## src/rtl/ws_pkg.sv

```systemverilog
package ws_pkg;
    localparam int unsigned BP_W = 2;

    typedef struct packed {
        logic            wen;
        logic [BP_W-1:0] bp;
        logic            grant;
        logic            reject;
    } ws_state_t;
endpackage

```

## src/rtl/ws_range_chk.sv

```systemverilog
module ws_range_chk #(
    parameter int unsigned ADDR_W = 9
) (
    input  logic [1:0]        bp,
    input  logic [ADDR_W-1:0] addr,
    output logic              hit
);
    localparam int unsigned DEPTH = 1 << ADDR_W;

    logic [3:0] lvl_hit;

    assign lvl_hit[0] = 1'b0;

    for (genvar lvl = 1; lvl < 4; lvl++) begin : g_lvl
        localparam int unsigned LO_INT = DEPTH - (DEPTH >> (3 - lvl));
        localparam logic [ADDR_W:0] LO = LO_INT[ADDR_W:0];
        assign lvl_hit[lvl] = ({1'b0, addr} >= LO);
    end

    assign hit = lvl_hit[bp];
endmodule

```

## src/rtl/ws_status_fmt.sv

```systemverilog
module ws_status_fmt (
    input  logic       wen,
    input  logic [1:0] bp,
    input  logic       busy,
    output logic [7:0] status_byte
);
    always_comb begin
        if (busy) begin
            status_byte = 8'h01;
        end else begin
            status_byte = {4'h0, bp, wen, 1'b0};
        end
    end
endmodule

```

## src/rtl/wp_status_ctrl.sv

```systemverilog
module wp_status_ctrl #(
    parameter int unsigned ADDR_W   = 9,
    parameter logic [1:0]  BP_RESET = 2'b00
) (
    input  logic              clk,
    input  logic              rst_n,
    input  logic              cmd_wren,
    input  logic              cmd_wrdi,
    input  logic              req_valid,
    input  logic              req_is_status,
    input  logic [ADDR_W-1:0] req_addr,
    input  logic [7:0]        req_data,
    input  logic              wp_n,
    input  logic              busy,
    input  logic              cycle_done,
    output logic [7:0]        status_byte,
    output logic              grant,
    output logic              reject,
    output logic [1:0]        bp_level
);
    import ws_pkg::*;

    localparam ws_state_t RESET_STATE = '{wen: 1'b0, bp: BP_RESET, grant: 1'b0, reject: 1'b0};

    ws_state_t st_d, st_q;
    logic      prot_hit;
    logic      allowed;
    logic      unused_data;

    assign unused_data = ^{req_data[7:4], req_data[1:0]};

    ws_range_chk #(.ADDR_W(ADDR_W)) u_range (
        .bp   (st_q.bp),
        .addr (req_addr),
        .hit  (prot_hit)
    );

    ws_status_fmt u_fmt (
        .wen         (st_q.wen),
        .bp          (st_q.bp),
        .busy        (busy),
        .status_byte (status_byte)
    );

    always_comb begin
        st_d        = st_q;
        st_d.grant  = 1'b0;
        st_d.reject = 1'b0;
        allowed     = wp_n && st_q.wen && !busy && (req_is_status || !prot_hit);

        if (cmd_wren)   st_d.wen = 1'b1;
        if (cmd_wrdi)   st_d.wen = 1'b0;
        if (cycle_done) st_d.wen = 1'b0;

        if (req_valid) begin
            if (allowed) begin
                st_d.grant = 1'b1;
                if (req_is_status) st_d.bp = req_data[3:2];
            end else begin
                st_d.reject = 1'b1;
            end
        end
    end

    always_ff @(posedge clk) begin
        if (!rst_n) st_q <= RESET_STATE;
        else        st_q <= st_d;
    end

    assign grant    = st_q.grant;
    assign reject   = st_q.reject;
    assign bp_level = st_q.bp;
endmodule

```

## config.mk

```make
export PLATFORM = sky130hd
export DESIGN_NAME = wp_status_ctrl
export DESIGN_NICKNAME = d
export VERILOG_FILES = /design/src/rtl/ws_pkg.sv /design/src/rtl/ws_range_chk.sv /design/src/rtl/ws_status_fmt.sv /design/src/rtl/wp_status_ctrl.sv
export SDC_FILE = /design/constraint.sdc
export NUM_CORES = 1
export LEC_CHECK = 0
export CORE_AREA = 3 3 40 42
export DETAILED_ROUTE_END_ITERATION = 6
export DIE_AREA = 0 0 43 45
export DONT_BUFFER_PORTS = 1
export PLACE_DENSITY_LB_ADDON = 0.05
export SYNTH_ARGS = -nofsm -noshare
export SYNTH_HDL_FRONTEND = slang
export SYNTH_SLANG_ARGS = --single-unit
```

## constraint.sdc

```tcl
create_clock -name clk -period 1.14 [get_ports clk]
set_input_delay 0 -clock clk [delete_from_list [all_inputs] [get_ports clk]]
set_output_delay 0 -clock clk [all_outputs]
set_load 0.05 [all_outputs]
```

# After elaboration in Yosys (flattened, before gate mapping)
# Cells that the tools add are included.
# word_totals
output_inout_bits	12
regBits	5
wordCells	22
inputBits	26
# classes
magnitude_cmp	3
bitwise	1
muxes	5
n_reduce_logical	9
# op_table
operator	n
>= comparator 9 bit (second input constant)	2
two-way mux 4 bit	1
logical AND 1 bit	3
less-than comparator 2 x 3 -> 1 bit (second input constant)	1
two-way mux 1 bit	3
AND reduction 3 bit	1
OR reduction 3 bit	1
binary-select mux 1 bit (select 2 bit)	1
zero test 1 bit	2
AND reduction 2 bit	1
logical OR 1 bit	1
NOT 1 bit	1

# Logic depth before layout (Yosys ltp)
# Gate-level depths: netlist of the first run.
# logic_depth
ltp_word	7
mapped_depth	3
ltp_nobuf	3

# By module
# A second synthesis of the first run with hierarchy kept.
# unflattened
hier_cells	34
hier_area_um2	279.0
# by_module_without_submodules
module	instances	seq_area_each_um2	area_per_inst_um2	cells_each
wp_status_ctrl	1	100.1	205.2	22
ws_status_fmt	1	0.0	60.1	9
ws_range_chk	1	0.0	13.8	3

# Worst setup path before layout of the first run
# Ideal clock, no wire load.
# synth_timing
kind	flip-flop to flip-flop
start	register st_q (netlist bit bp_level[0])
end	register st_q (netlist bit reject)
setup_slack_ns	-0.064
setup_time_ns	0.065
arrival_time_ns	1.139
stages_incl_launch_ff	4
t_required_ns	1.075
period_less_slack_ns	1.204
path_buffers	0
path_cell_list	dfxtp_1 o21ai_0 o211ai_1 nor2b_1
# synth_between
elab_chain_cells	6
# synth_lines
item	line_no	rtl
from (decl)	wp_status_ctrl.sv:25	ws_state_t st_d, st_q;
from (signal assigned)	wp_status_ctrl.sv:67	else st_q <= st_d;
binary-select mux 1 bit (select 2 bit)	ws_range_chk.sv:20	assign hit = lvl_hit[bp];
two-way mux 1 bit (implied by the code)	ws_range_chk.sv:20	
zero test 1 bit	wp_status_ctrl.sv:49	allowed = wp_n && st_q.wen && !busy && (req_is_status || !prot_hit);
logical OR 1 bit	wp_status_ctrl.sv:49	
logical AND 1 bit	wp_status_ctrl.sv:49	
two-way mux 1 bit	wp_status_ctrl.sv:56	if (allowed) begin
# No other way between the ends. The select of a mux whose other input is x is not followed.
# A chain may end at the register's enable or synchronous reset.

# Worst setup path after layout of the first run
# layout_timing
start	register st_q (netlist bit bp_level[1])
end	output port status_byte[3]
# layout_between
elab_chain_cells	1
# layout_lines
item	line_no	rtl
two-way mux 4 bit	ws_status_fmt.sv:8	if (busy) begin
to (decl)	wp_status_ctrl.sv:16	output logic [7:0] status_byte,
# No other way between the ends.

==> run summary, run 1 <==
Leakage power = 0.169 nW
# diodes = 0
Reg-to-reg slack, setup = 0.15 ns
Finished Core Util = 32.8%
Synth top area share = 37.0%
Max Slew Vio Count = 0
Area Growth Syn to Fin = 56.0%
Fmax = 0.931 GHz
Clk slew on worst S/H paths = 0.04 ns
Post-Route Skew = 0.00480 ns
Max cap viols = 0
Pwr/cell area = 1090 nW/µm²
M3 GR Usage = 6.77%
Global route overflow = 0
CTS Buf Count = 3
Routed WL = 658 µm
Setup TNS Final = 0 ns
Core area = 1280 µm²
HP Start = busy
RSZ-0062 raised after global routing = no
Root Driver = clkbuf_4
Fin crit share = 94.3%
Synth Area per Inst = 9.01 µm²
First-pass GRT wire length = 1030 µm
Avg Vias per Cell = 4.22
Minimum clock period = 1.07 ns
Sink Count = 5
Yosys cell types = 14
CP Max Fanout = 3
Number of nets with antenna violations after routing = 0
Clock tree buffer depth = 2
Crit Reg-Reg Endpoint = bp_level[1]
Routability cong. = 0.698
Synth warn = 0
Final hold violation count = 0
Die Area = 1940 µm²
DRC = 0
DR iter-0 viols = 1
Worst Hold Path Cells = 0
First-pass iteration count of the detailed router = 2
Chip height = 45 µm
Seq cells post-synth = 5
Status = completed
I/O pin count = 38
WHS = 0.000461 ns
Vias = 253
Overall routing resource usage = 7.84%
Setup WS post-layout = 0.0655 ns
Post-synth EDFFs = 0
CTS tree = yes
Starting Density = 21.0%
Number of global-route vias before repair = 245
Yosys top cell by area = dfxtp_1
Post-Syn Area = 270 µm²
Synth top area cells = dfxtp_1, buf_4, and2b_2
Crit Path Class = flip-flop to primary output
Peak VDD IR = 0.000353 V
Hold WC Path Type = primary input to primary output
Share of cells above drive strength 1 = 24.4%
Worst path max stage delay = 0.44 ns
Slowest-stage cell, CP = dfxtp_4
Prevailing post-synth register cell = dfxtp_1
Met1 GRT Util = 7.75%
Pwr Total = 0.461 mW
Synth cell count leaders = buf_4, dfxtp_1, nand2_1
Worst path cell trace = buf_4 > and2b_4
Hold Path Sink = status_byte[0]
PortBufs = 0
CP Data Required Time = 1.14 ns
Initial antenna violation count = 0
Reg2Reg Depth = 3
Worst-skew pair later-pin latency = 0.24 ns
Drt wl/cell = 11.0 µm
Async set-reset flop share out of synthesis = 0%
H-tree Lvls = 1
Reg-to-Reg Start = st_q[4]
Total setup buffers inserted after CTS = 0
Cell count after synthesis = 30
DPL Wire Length = 490 µm
Grt peak-use layer = met2
Crit end category = primary output
Total Nets Final = 72
Arrival @ worst endpoint = 1.07 ns
Width of the die = 43 µm
Rows = 13
Type of origin of the critical path = flip-flop
Pin count of the biggest net entering global routing = 6
DP Worst Slack = 0.0835 ns
Final setup vio count = 0
Register area share after synthesis = 37.0%
GRT met2 Usage = 10.8%
[metrics by stage]
stage	std cells	instance area (µm²)
after detailed placement	45	280
after global routing	60	422
after global placement	45	280
after floorplan	33	284
final	60	422
after CTS	60	420
[worst max-delay path: cells and delay by family (launching register included)]
kind | cells | cell delay [ns]
flip-flops | 1 | 0.44
AND/OR/NAND/NOR | 1 | 0.25
buffers and inverters | 1 | 0.15
[sequential cells by signal (all words and copies together), names as in the netlist]
register  cells
bp_level      2
grant         1
reject        1
st_q          1
[worst max path at each step]
stage                 from        endpoint  slack [ns]  cells after the start
2_1_floorplan  bp_level[0]          reject        0.14                      3
3_3_place_gp   bp_level[1]          reject        0.08                      3
3_5_place_dp   bp_level[1]          reject        0.08                      3
4_1_cts        bp_level[0]  status_byte[2]       0.005                      2
5_1_grt        bp_level[1]  status_byte[3]        0.02                      2
6_report       bp_level[1]  status_byte[3]        0.07                      2
[timing repair]
action,4_1_cts,5_1_grt
setup endpoints to repair,1,2
hold buffers,11,1
hold endpoints to repair,5,2
resized for setup,2,1
[routing by layer]
metal	vias to the layer above	wire length, µm
met3	0	119
met1	112	255
met5	-	0
met4	0	0
met2	20	283
li1	121	-
[report_power, final]
group          switching, mW  total, mW  internal [mW]
sequential           0.00904      0.186          0.177
clock                 0.0696      0.202          0.132
combinational         0.0419     0.0741         0.0321
total                  0.121      0.461          0.341
[area by class of cell]
type                    instances  area (µm²)
clock buffers                   4        26.3
flip-flops and latches          5         105
multi-input cells              23         146
fillers                       151         863
well taps                      15        18.8
repair buffers                 13         125
[cells by family (layout without fill, tap and decap cells)]
group	after synthesis	in the layout	synth area share, %
mux	2	2	7.41
simple gates	15	15	35.7
flops	5	5	37.0
buf+inv	5	17	13.9
other cells	1	4	1.39
compound gates	2	2	4.63
[placed cells by master, fill, tap and decap left out, drive strengths merged]
cell type,Yosys,routed
mux2i,2,2
and2b,3,3
nor2,2,2
and3b,1,1
and3,1,1
conb,1,4
nor2b,1,1
nor4b,1,1
o211ai,1,1
nand4b,1,1
buf,5,2
o21ai,1,1
dfxtp,5,5
clkbuf,0,4
dlygate4sd3,0,11
nand2,5,5
(Power assumes the default switching activity.)
==> inputs of run 2 (changes only) <==
--- a/config.mk
+++ b/config.mk
@@ -9,7 +9,9 @@
 export DETAILED_ROUTE_END_ITERATION = 6
 export DIE_AREA = 0 0 43 45
 export DONT_BUFFER_PORTS = 1
+export MAX_ROUTING_LAYER = met4
 export PLACE_DENSITY_LB_ADDON = 0.05
 export SYNTH_ARGS = -nofsm -noshare
 export SYNTH_HDL_FRONTEND = slang
+export SYNTH_HIERARCHICAL = 1
 export SYNTH_SLANG_ARGS = --single-unit
==> run summary, run 2 <==
Status = completed (unchanged)
Cell count after synthesis = 34 (was 30)
Type of origin of the critical path = primary input (was flip-flop)
Vias = 277 (was 253)
Width of the die = 43 µm (unchanged)
Switching part of the total = 27.4% (was 26.1%)
Synth Area per Inst = 8.21 µm² (was 9.01 µm²)
Number of nets with antenna violations after routing = 0 (unchanged)
P_sw = 0.129 mW (was 0.121 mW)
Reg-to-reg slack, setup = 0.16 ns (was 0.15 ns)
Die Area = 1940 µm² (unchanged)
Seq pwr share = 39.7% (was 40.2%)
Fmax = 0.927 GHz (was 0.931 GHz)
Hold WC Path Type = primary input to primary output (unchanged)
Commonest non-fill, non-tap cells in the layout = dlygate4sd3_1, nand2_1, conb_1 (unchanged)
Area Growth Syn to Fin = 65.5% (was 56.0%)
Final hold violation count = 0 (unchanged)
Post-synth EDFFs = 0 (unchanged)
Reg2Reg Depth = 3 (unchanged)
Clk slew on worst S/H paths = 0.05 ns (was 0.04 ns)
DR iter-0 viols = 0 (was 1)
Fin crit share = 94.6% (was 94.3%)
Pwr Total = 0.472 mW (was 0.461 mW)
Initial antenna violation count = 0 (unchanged)
Pin count of the biggest net entering global routing = 6 (unchanged)
Max Slew Vio Count = 0 (unchanged)
# diodes = 0 (unchanged)
First-pass GRT wire length = 1140 µm (was 1030 µm)
Prevailing post-synth register cell = dfxtp_1 (unchanged)
Final setup vio count = 0 (unchanged)
Seq cells post-synth = 5 (unchanged)
Global route overflow = 0 (unchanged)
Worst-skew pair later-pin latency = 0.24 ns (about the same)
Routability cong. = 0.562 (was 0.698)
CP Max Fanout = 1 (was 3)
Routed WL = 735 µm (was 658 µm)
Post-Route Skew = 0.00240 ns (was 0.00480 ns)
Most common cell after layout, fill and taps aside = dlygate4sd3_1 (unchanged)
Overall routing resource usage = 8.66% (was 7.84%)
Max reg flops = 2 (unchanged)
Peak VDD IR = 0.000382 V (was 0.000353 V)
Avg Vias per Cell = 4.26 (was 4.22)
Crit end category = flip-flop (was primary output)
Cell Int Power = 0.343 mW (was 0.341 mW)
Filler Cell Count = 146 (was 151)
RSZ-0062 raised after global routing = no (unchanged)
Synth top area cells = dfxtp_1, buf_4, nor2b_1 (was dfxtp_1, buf_4, and2b_2)
Chip height = 45 µm (unchanged)
Combinational power share = 15.5% (was 16.1%)
Number of global-route vias before repair = 255 (was 245)
CTS Buf Count = 3 (unchanged)
I/O pin count = 38 (unchanged)
DPL Wire Length = 524 µm (was 490 µm)
DRC = 0 (unchanged)
Crit Path Class = primary input to flip-flop (was flip-flop to primary output)
Leakage power = 0.188 nW (was 0.169 nW)
Minimum clock period = 1.08 ns (was 1.07 ns)
Finished Layout Cells = 65 (was 60)
Starting Density = 21.7% (was 21.0%)
Rows = 13 (unchanged)
Clock tree buffer depth = 2 (unchanged)
Hold Path Sink = status_byte[0] (unchanged)
Total Nets Final = 77 (was 72)
Yosys top cell by area = dfxtp_1 (unchanged)
Top-count cell post-synth = buf_4
HP Start = busy (unchanged)
Post-Syn Area = 279 µm² (was 270 µm²)
Drt wl/cell = 11.3 µm (was 11.0 µm)
First-pass iteration count of the detailed router = 1 (was 2)
CP startpoint = req_data[3] (was bp_level[1])
Total setup buffers inserted after CTS = 0 (unchanged)
Inst Count DP = 50 (was 45)
CTS tree = yes (unchanged)
Root Driver = clkbuf_4 (unchanged)
CP Data Required Time = 1.31 ns (was 1.14 ns)
Setup TNS Final = 0 ns (unchanged)
Pwr/cell area = 1020 nW/µm² (was 1090 nW/µm²)
H-tree Lvls = 1 (unchanged)
Synth cell count leaders = buf_4, nand2_1, dfxtp_1 (was buf_4, dfxtp_1, nand2_1)
Arrival @ worst endpoint = 1.25 ns (was 1.07 ns)
Clk pwr share = 44.8% (was 43.7%)
Yosys cell types = 14 (unchanged)
Synth warn = 6 (was 0)
Reg-to-Reg Start = st_q[4] (unchanged)
Synth top area share = 35.9% (was 37.0%)
Core area = 1280 µm² (unchanged)
PortBufs = 0 (unchanged)
Max cap viols = 0 (unchanged)
Crit Reg-Reg Endpoint = bp_level[1] (unchanged)
Register area share after synthesis = 35.9% (was 37.0%)
Sink Count = 5 (unchanged)
Share of cells above drive strength 1 = 26.0% (was 24.4%)
Async set-reset flop share out of synthesis = 0% (unchanged)
Worst Hold Path Cells = 0 (unchanged)
==> run 2: power by group through the flow <==
stage	Sequential [mW]	Combinational [mW]	Clock [mW]
2_1_floorplan	0.190	0.0600	0
3_3_place_gp	0.191	0.0413	0
3_5_place_dp	0.191	0.0417	0
4_1_cts	0.187	0.0729	0.223
5_1_grt	0.187	0.0775	0.235
6_report	0.187	0.0731	0.211
==> run 2: kinds of logic after synthesis <==
logic type	Yosys count	synth area share (%)
compound gates	2	3.58
buf+inv	8	20.2
flops	5	35.9
mux	2	7.18
other cells	1	1.34
simple gates	16	31.8
==> run 2: layout make-up <==
class                      count  area, µm²  area share [%]
clock buffer                   4       26.3            5.69
sequential                     5        103            22.2
timing repair buffer          16        166            36.0
inverter                       1       3.75           0.813
tap                           15       18.8            4.07
multi-input combinational     24        144            31.2
==> run 2: worst max-delay path: stages <==
cell	delay, ns
dlygate4sd3_1	0.53
nand2_1	0.04
dlygate4sd3_1	0.54
mux2i_1	0.13
==> run 2: metal layers <==
metal  share of wire (%)  GRT usage (%)  up-vias
li1                    -              -      132
met1                  32           7.71      125
met2                  53           13.2       18
met3                  14           7.57        2
met4                0.68           3.61        0
met5                   0              -        -
==> run 2: timing repair <==
action | CTS | global route
hold endpoints to repair | 5 | 0
endpoints found under the setup margin | 2 | 2
hold buffers | 11 | 0
gates resized for setup | 6 | 4
==> run 2: how the worst max path moves through the flow <==
stage,endpoint,depth (start not counted)
6_report,bp_level[1],4
2_1_floorplan,status_byte[2],1
5_1_grt,status_byte[3],3
3_5_place_dp,reject,5
3_3_place_gp,reject,5
4_1_cts,status_byte[2],3
==> run 2: stage by stage <==
| stage | util, % | hold WS [ns] | setup slack (ns) | area [µm²] |
|---|---|---|---|---|
| final | 35.9 | 0.000877 | 0.0616 | 462 |
| after global routing | 35.9 | 0.000699 | 0.000883 | 462 |
| after CTS | 35.0 | 0.000969 | 0.0164 | 449 |
| after detailed placement | 22.9 | 0.000950 | 0.169 | 294 |
| after global placement | 22.9 | 0.000954 | 0.193 | 294 |
| after floorplan | - | 0.0767 | 0.0537 | 290 |
